File: src/rtl/gpio_mask_pkg.sv
package gpio_mask_pkg;
  localparam int REG_W  = 32;
  localparam int HALF_W = REG_W / 2;
  typedef logic [HALF_W-1:0] half_t;
  typedef logic [REG_W-1:0]  word_t;
endpackage

File: src/rtl/gpio_in_sync.sv
module gpio_in_sync #(
  parameter int N = 8
) (
  input  logic         clk,
  input  logic         rst_n,
  input  logic [N-1:0] pin_i,
  output logic [N-1:0] sync_o,
  output logic         change_o
);
  logic [N-1:0] meta_q, sync_q, prev_q;
  logic         change_q;

  always_ff @(posedge clk) begin
    if (!rst_n) begin
      meta_q   <= '0;
      sync_q   <= '0;
      prev_q   <= '0;
      change_q <= 1'b0;
    end else begin
      meta_q   <= pin_i;
      sync_q   <= meta_q;
      prev_q   <= sync_q;
      change_q <= |(sync_q ^ prev_q);
    end
  end

  assign sync_o   = sync_q;
  assign change_o = change_q;
endmodule

File: src/rtl/gpio_out_bank.sv
module gpio_out_bank
  import gpio_mask_pkg::*;
#(
  parameter int N = 8
) (
  input  logic         clk,
  input  logic         rst_n,
  input  logic         wr_en,
  input  word_t        wr_word,
  output logic [N-1:0] out_o
);
  logic [N-1:0] out_q;

  for (genvar k = 0; k < N; k++) begin : g_bit
    always_ff @(posedge clk) begin
      if (!rst_n)
        out_q[k] <= 1'b0;
      else if (wr_en && wr_word[k + HALF_W])
        out_q[k] <= wr_word[k];
    end
  end

  assign out_o = out_q;
endmodule

File: src/rtl/gpio_bus_port.sv
module gpio_bus_port
  import gpio_mask_pkg::*;
(
  input  logic  clk,
  input  logic  rst_n,
  input  logic  cyc_i,
  input  logic  stb_i,
  input  logic  we_i,
  input  word_t cur_word,
  output logic  wr_en,
  output logic  stall_o,
  output logic  ack_o,
  output word_t dat_o
);
  logic  req;
  logic  ack_q;
  word_t dat_q;

  assign req     = cyc_i && stb_i;
  assign wr_en   = req && we_i;
  assign stall_o = 1'b0;

  always_ff @(posedge clk) begin
    if (!rst_n) begin
      ack_q <= 1'b0;
      dat_q <= '0;
    end else begin
      ack_q <= req;
      if (req)
        dat_q <= cur_word;
    end
  end

  assign ack_o = ack_q;
  assign dat_o = dat_q;
endmodule

File: src/rtl/gpio_mask_port.sv
module gpio_mask_port
  import gpio_mask_pkg::*;
#(
  parameter int NIN  = 10,
  parameter int NOUT = 12
) (
  input  logic            clk,
  input  logic            rst_n,
  input  logic            wb_cyc,
  input  logic            wb_stb,
  input  logic            wb_we,
  input  logic [31:0]     wb_dat_w,
  output logic            wb_stall,
  output logic            wb_ack,
  output logic [31:0]     wb_dat_r,
  input  logic [NIN-1:0]  pin_in,
  output logic [NOUT-1:0] pin_out,
  output logic            chg_irq
);
  logic [NIN-1:0]  in_sync;
  logic [NOUT-1:0] out_cur;
  logic            wr_en;
  half_t           in_half, out_half;
  word_t           cur_word;

  gpio_in_sync #(.N(NIN)) u_sync (
    .clk(clk), .rst_n(rst_n), .pin_i(pin_in),
    .sync_o(in_sync), .change_o(chg_irq)
  );

  gpio_out_bank #(.N(NOUT)) u_out (
    .clk(clk), .rst_n(rst_n), .wr_en(wr_en),
    .wr_word(wb_dat_w), .out_o(out_cur)
  );

  gpio_bus_port u_bus (
    .clk(clk), .rst_n(rst_n), .cyc_i(wb_cyc), .stb_i(wb_stb),
    .we_i(wb_we), .cur_word(cur_word), .wr_en(wr_en),
    .stall_o(wb_stall), .ack_o(wb_ack), .dat_o(wb_dat_r)
  );

  always_comb begin
    in_half  = '0;
    out_half = '0;
    in_half[NIN-1:0]   = in_sync;
    out_half[NOUT-1:0] = out_cur;
    cur_word = {in_half, out_half};
  end

  assign pin_out = out_cur;
endmodule

File: config.mk
export PLATFORM = sky130hd
export DESIGN_NAME = gpio_mask_port
export DESIGN_NICKNAME = d
export VERILOG_FILES = /design/src/rtl/gpio_mask_pkg.sv /design/src/rtl/gpio_in_sync.sv /design/src/rtl/gpio_out_bank.sv /design/src/rtl/gpio_bus_port.sv /design/src/rtl/gpio_mask_port.sv
export SDC_FILE = /design/constraint.sdc
export NUM_CORES = 1
export LEC_CHECK = 0
export BUFFER_PORTS_ARGS = -buffer_cell sky130_fd_sc_hd__buf_2
export CAP_MARGIN = 10
export CORE_AREA = 2 2 116 62
export DETAILED_ROUTE_END_ITERATION = 10
export DIE_AREA = 0 0 118 64
export PLACE_DENSITY_LB_ADDON = 0.2
export SYNTH_ARGS = -nofsm -noshare
export SYNTH_HDL_FRONTEND = slang
export SYNTH_SLANG_ARGS = --single-unit
File: constraint.sdc
create_clock -name clk -period 0.95 [get_ports clk]
set_input_delay 0.19 -clock clk [delete_from_list [all_inputs] [get_ports clk]]
set_output_delay 0.19 -clock clk [all_outputs]
set_load 0.005 [all_outputs]
==> results <==
- Yosys attributes the largest share of cell area to sky130_fd_sc_hd__dfxtp_1, sky130_fd_sc_hd__and2_1, sky130_fd_sc_hd__nand2_1.
- Across all layers, the routed design uses approximately 1,900 vias.
- The hold violation count in the final report is 0.
- The floorplan step set the die width to approximately 120 um.
- Net switching is between 10% and 20% of the power.
- The number of buffers on the longest clock path is 2.
- The number of cells on the worst reg-to-reg path is 3.
- During I/O placement, the number of pins put on the boundary was 94.
- TritonCTS built the clock tree.
- Of all cell types, the one taking the most synthesized area is sky130_fd_sc_hd__dfxtp_1.
- CTS placed an instance of sky130_fd_sc_hd__clkbuf_16 at the clock tree root.
- The share of post-route cells with drive strength above 1 is slightly below 50%.
- By count the netlist is led by sky130_fd_sc_hd__dfxtp_1, sky130_fd_sc_hd__nand2_1, sky130_fd_sc_hd__and2_1.
- The flow ran to the end, but the final reports show violations.
- The finished cells cover between 3000 and 4000 um^2.
- For this design the static power due to leakage is between 0.0015 and 0.002 uW.
- The maximum fanout along the worst path is 3.
- The fmax is 909 MHz.
- The clock network fraction of total power is about half.
- The H-tree depth is 3.
- The count of cell types in the netlist is 19.
- The endpoint of the most critical register-to-register path is u_sync.change_o$_SDFF_PN0_.
- Row generation in the floorplan step produced 21 rows.
- The final period utilization is 116%.
- The share of async-settable or async-resettable flops after synthesis is 0%.
- The area share of the largest cell type after synthesis is between 50 and 60%.
- The tightest min-delay check is of the in -> reg type.
- The worst min-delay path startpoint is pin_in[3].
- The initial antenna violation count came to 0.
- Combinational logic is responsible for between 7 and 8% of the overall power.
- The worst supply voltage drop on vdd is ~1.1 mV.
- For this run, design rule violations remaining after detail routing come to 0.
- The count of final setup violators is 2.
- For this configuration, the core starts out at a cell density of a little under two fifths.
- The number of global-route vias before repair was 1,859.
- The count of max-cap constraint violations is 0.
- In this run the remaining antenna-violating nets after routing total 0.
- The final HPWL from detailed placement is 3590 um.
- Data arrives at the worst endpoint at approximately 1300 ps.
- Power spread over the standard cell area amounts to between 1500 and 2000 nW/um^2.
- The worst register-to-register path begins at u_sync.sync_o[6]$_SDFF_PN0_.
- For this run, the number of Yosys warnings is 0.
- The final count of pins violating max slew is 0.
- In this run, the number of DRC markers left after iteration 0 of detailed routing was between 70 and 80.
- The worst path in the final design needs a cycle of 1100 ps, including I/O delays and setup.
- The clock buffer count from CTS is 9.
- The share of the core filled with cells is 54.5%.
- The count of buffers added on input and output ports is 74.
- The synthesized design contains 66 register bits.
- The end of the worst hold path is u_sync.meta_q[3]$_SDFF_PN0_.
- The number of enable flip-flop cells after synthesis is 0.
- The startpoint-to-endpoint class of the critical path is reg -> reg.
- At the end of routability-driven placement, the weighted congestion stood at around 0.74.
- For this run, the leading register cell type out of synthesis is sky130_fd_sc_hd__dfxtp_1.
- Relative to the synthesized area, the layout overhead comes to 43.1%.
- After global routing the overflow that remains totals 0.
- The die height is roughly 64 um.
- The ratio of routed vias to standard cells is roughly 4.4.
- The net switching power figure is approximately 1300 uW.
- The instance area after placement is approximately 3000 um^2.
- The data required time at the worst endpoint is 1150 ps.
- The total length of routed wires is between 5000 and 6000 um.
- The number of nets at the end of the flow is around 380.
- The average size of a mapped cell is ~10 um^2.
- The worst hold path depth is 2.
- The setup slack on the worst flop-to-flop path is -150 ps.
- The worst setup path is captured at a register.
- The pin count of the biggest net entering global routing is around 40.
- Global routing used around 16% of the available tracks across all layers.
- The worst clock skew is roughly 3.9 ps.
- The final reports fail on negative setup slack.
- 0 antenna diodes ended up in the layout.
- Sequential cells burn 43.4% of the power.
- The area enclosed by the die boundary is 7550 um^2.
- The worst setup path is launched from a register.
- The clock slew seen by the registers of the worst setup and hold paths is 50 ps.
- The core region is approximately 6500 um^2.
- Setup repair after global routing could not meet its margin everywhere.
- By instance count, the leading cell after synthesis is sky130_fd_sc_hd__dfxtp_1.
- The worst setup slack after layout is -150 ps.
- The first global-routing pass estimated ~9100 um of wire.
- The cell area after synthesis is 2470 um^2.
- The clock latency reported for the late side of the worst-skew pair is between 300 and 400 ps.
- The number of sinks driven by the clock tree is 66.
- The first-pass detailed-route iteration total is 4.
- The final routed wire length divided by cell count is 12.4 um.
- The cell internal power dissipation is approximately 5300 uW.
- Synthesis produced 240 cells.
- After synthesis, flip-flops and latches occupy about 53% of the total area.
[per-stage QoR]
stage               hold WS [ps]  worst slack, ps  instances  TNS (ps)  total power [uW]
floorplan                    317            -45.4        250     -45.4              3210
global placement             398             -149        406      -560              3400
detailed placement           401             -170        406     -1090              3410
CTS                         64.5             -155        433      -351              6760
global route                69.7             -183        433      -872              6970
finish                      77.5             -150        433      -151              6670
[power groups by stage]
| stage | Clock [uW] | Combinational, uW | Sequential [uW] |
|---|---|---|---|
| final | 3290 | 489 | 2900 |
| after global routing | 3530 | 542 | 2900 |
| after CTS | 3380 | 486 | 2890 |
| after detailed placement | 0 | 461 | 2950 |
| after global placement | 0 | 457 | 2940 |
| after floorplan | 0 | 262 | 2940 |
[cell type report]
| type | instances | area (um^2) |
|---|---|---|
| clock buffers | 13 | 270 |
| clock inverters | 2 | 35.0 |
| fillers | 620 | 2950 |
| multi-input cells | 159 | 1040 |
| flip-flops and latches | 66 | 1370 |
| well taps | 92 | 115 |
| repair buffers | 101 | 711 |
[cell usage in the layout, fill, tap and decap left out, types with 2 or more instances in the layout]
master and n:
sky130_fd_sc_hd__buf_12 7, sky130_fd_sc_hd__xnor2_2 3, sky130_fd_sc_hd__xnor2_1 5, sky130_fd_sc_hd__clkbuf_16 9
sky130_fd_sc_hd__a21boi_1 20, sky130_fd_sc_hd__dfxtp_1 27, sky130_fd_sc_hd__nand2_1 45, sky130_fd_sc_hd__buf_2 66
sky130_fd_sc_hd__dfxtp_2 39, sky130_fd_sc_hd__nor2b_1 12, sky130_fd_sc_hd__conb_1 11, sky130_fd_sc_hd__a21boi_0 2
sky130_fd_sc_hd__nand4_1 5, sky130_fd_sc_hd__mux2i_1 12, sky130_fd_sc_hd__and2_1 30, sky130_fd_sc_hd__xor2_1 2
sky130_fd_sc_hd__nand4_2 9, sky130_fd_sc_hd__clkbuf_8 3, sky130_fd_sc_hd__buf_4 20, sky130_fd_sc_hd__buf_6 8
[layer usage]
layer	up-vias	GRT usage [%]	routed length [um]
met5	-	0	0
met4	0	5.87	44
met3	4	6.88	337
met2	54	23.0	2200
met1	876	20.9	2800
li1	953	-	-
[logic make-up after synthesis]
| logic type | count (synthesis) | synth area share, % |
|---|---|---|
| buffers and inverters | 25 | 7.03 |
| other | 1 | 0.152 |
| AO/OA/AOI/OAI | 23 | 7.13 |
| AND/OR/NAND/NOR | 103 | 23.9 |
| flip-flops | 66 | 53.4 |
| XOR/XNOR | 10 | 3.54 |
| multiplexers | 12 | 4.86 |
[how the worst max path moves through the flow]
stage,startpoint,to,slack (ps),cells past startpoint
2_1_floorplan,u_sync.sync_o[3]$_SDFF_PN0_,u_sync.change_o$_SDFF_PN0_,-50,3
3_3_place_gp,u_sync.sync_o[2]$_SDFF_PN0_,u_sync.change_o$_SDFF_PN0_,-150,3
3_5_place_dp,u_sync.sync_o[2]$_SDFF_PN0_,u_sync.change_o$_SDFF_PN0_,-170,3
4_1_cts,u_sync.sync_o[2]$_SDFF_PN0_,u_sync.change_o$_SDFF_PN0_,-160,3
5_1_grt,u_sync.sync_o[6]$_SDFF_PN0_,u_sync.change_o$_SDFF_PN0_,-180,3
6_report,u_sync.sync_o[6]$_SDFF_PN0_,u_sync.change_o$_SDFF_PN0_,-150,3
[registers in the layout (all words and copies together) (netlist names)]
name	cells
u_bus.ack_o	1
u_sync.meta_q	10
u_sync.prev_q	10
u_sync.change_o	1
u_bus.dat_o	22
u_sync.sync_o	10
u_out.out_o	12
[worst max-delay path: stages, from the launching register on]
cell                      delay (ps)
sky130_fd_sc_hd__dfxtp_2         340
sky130_fd_sc_hd__xnor2_2         150
sky130_fd_sc_hd__nand4_1         120
sky130_fd_sc_hd__o41a_1          380
[timing repair]
item / 4_1_cts / 5_1_grt
buffers inserted: 12 / 0
setup endpoints to repair: 32 / 36
hold buffers: 0 / 0
gates resized for setup: 35 / 11
pin swaps: 2 / 5
cloned: 0 / 0
(Power assumes the default switching activity.)
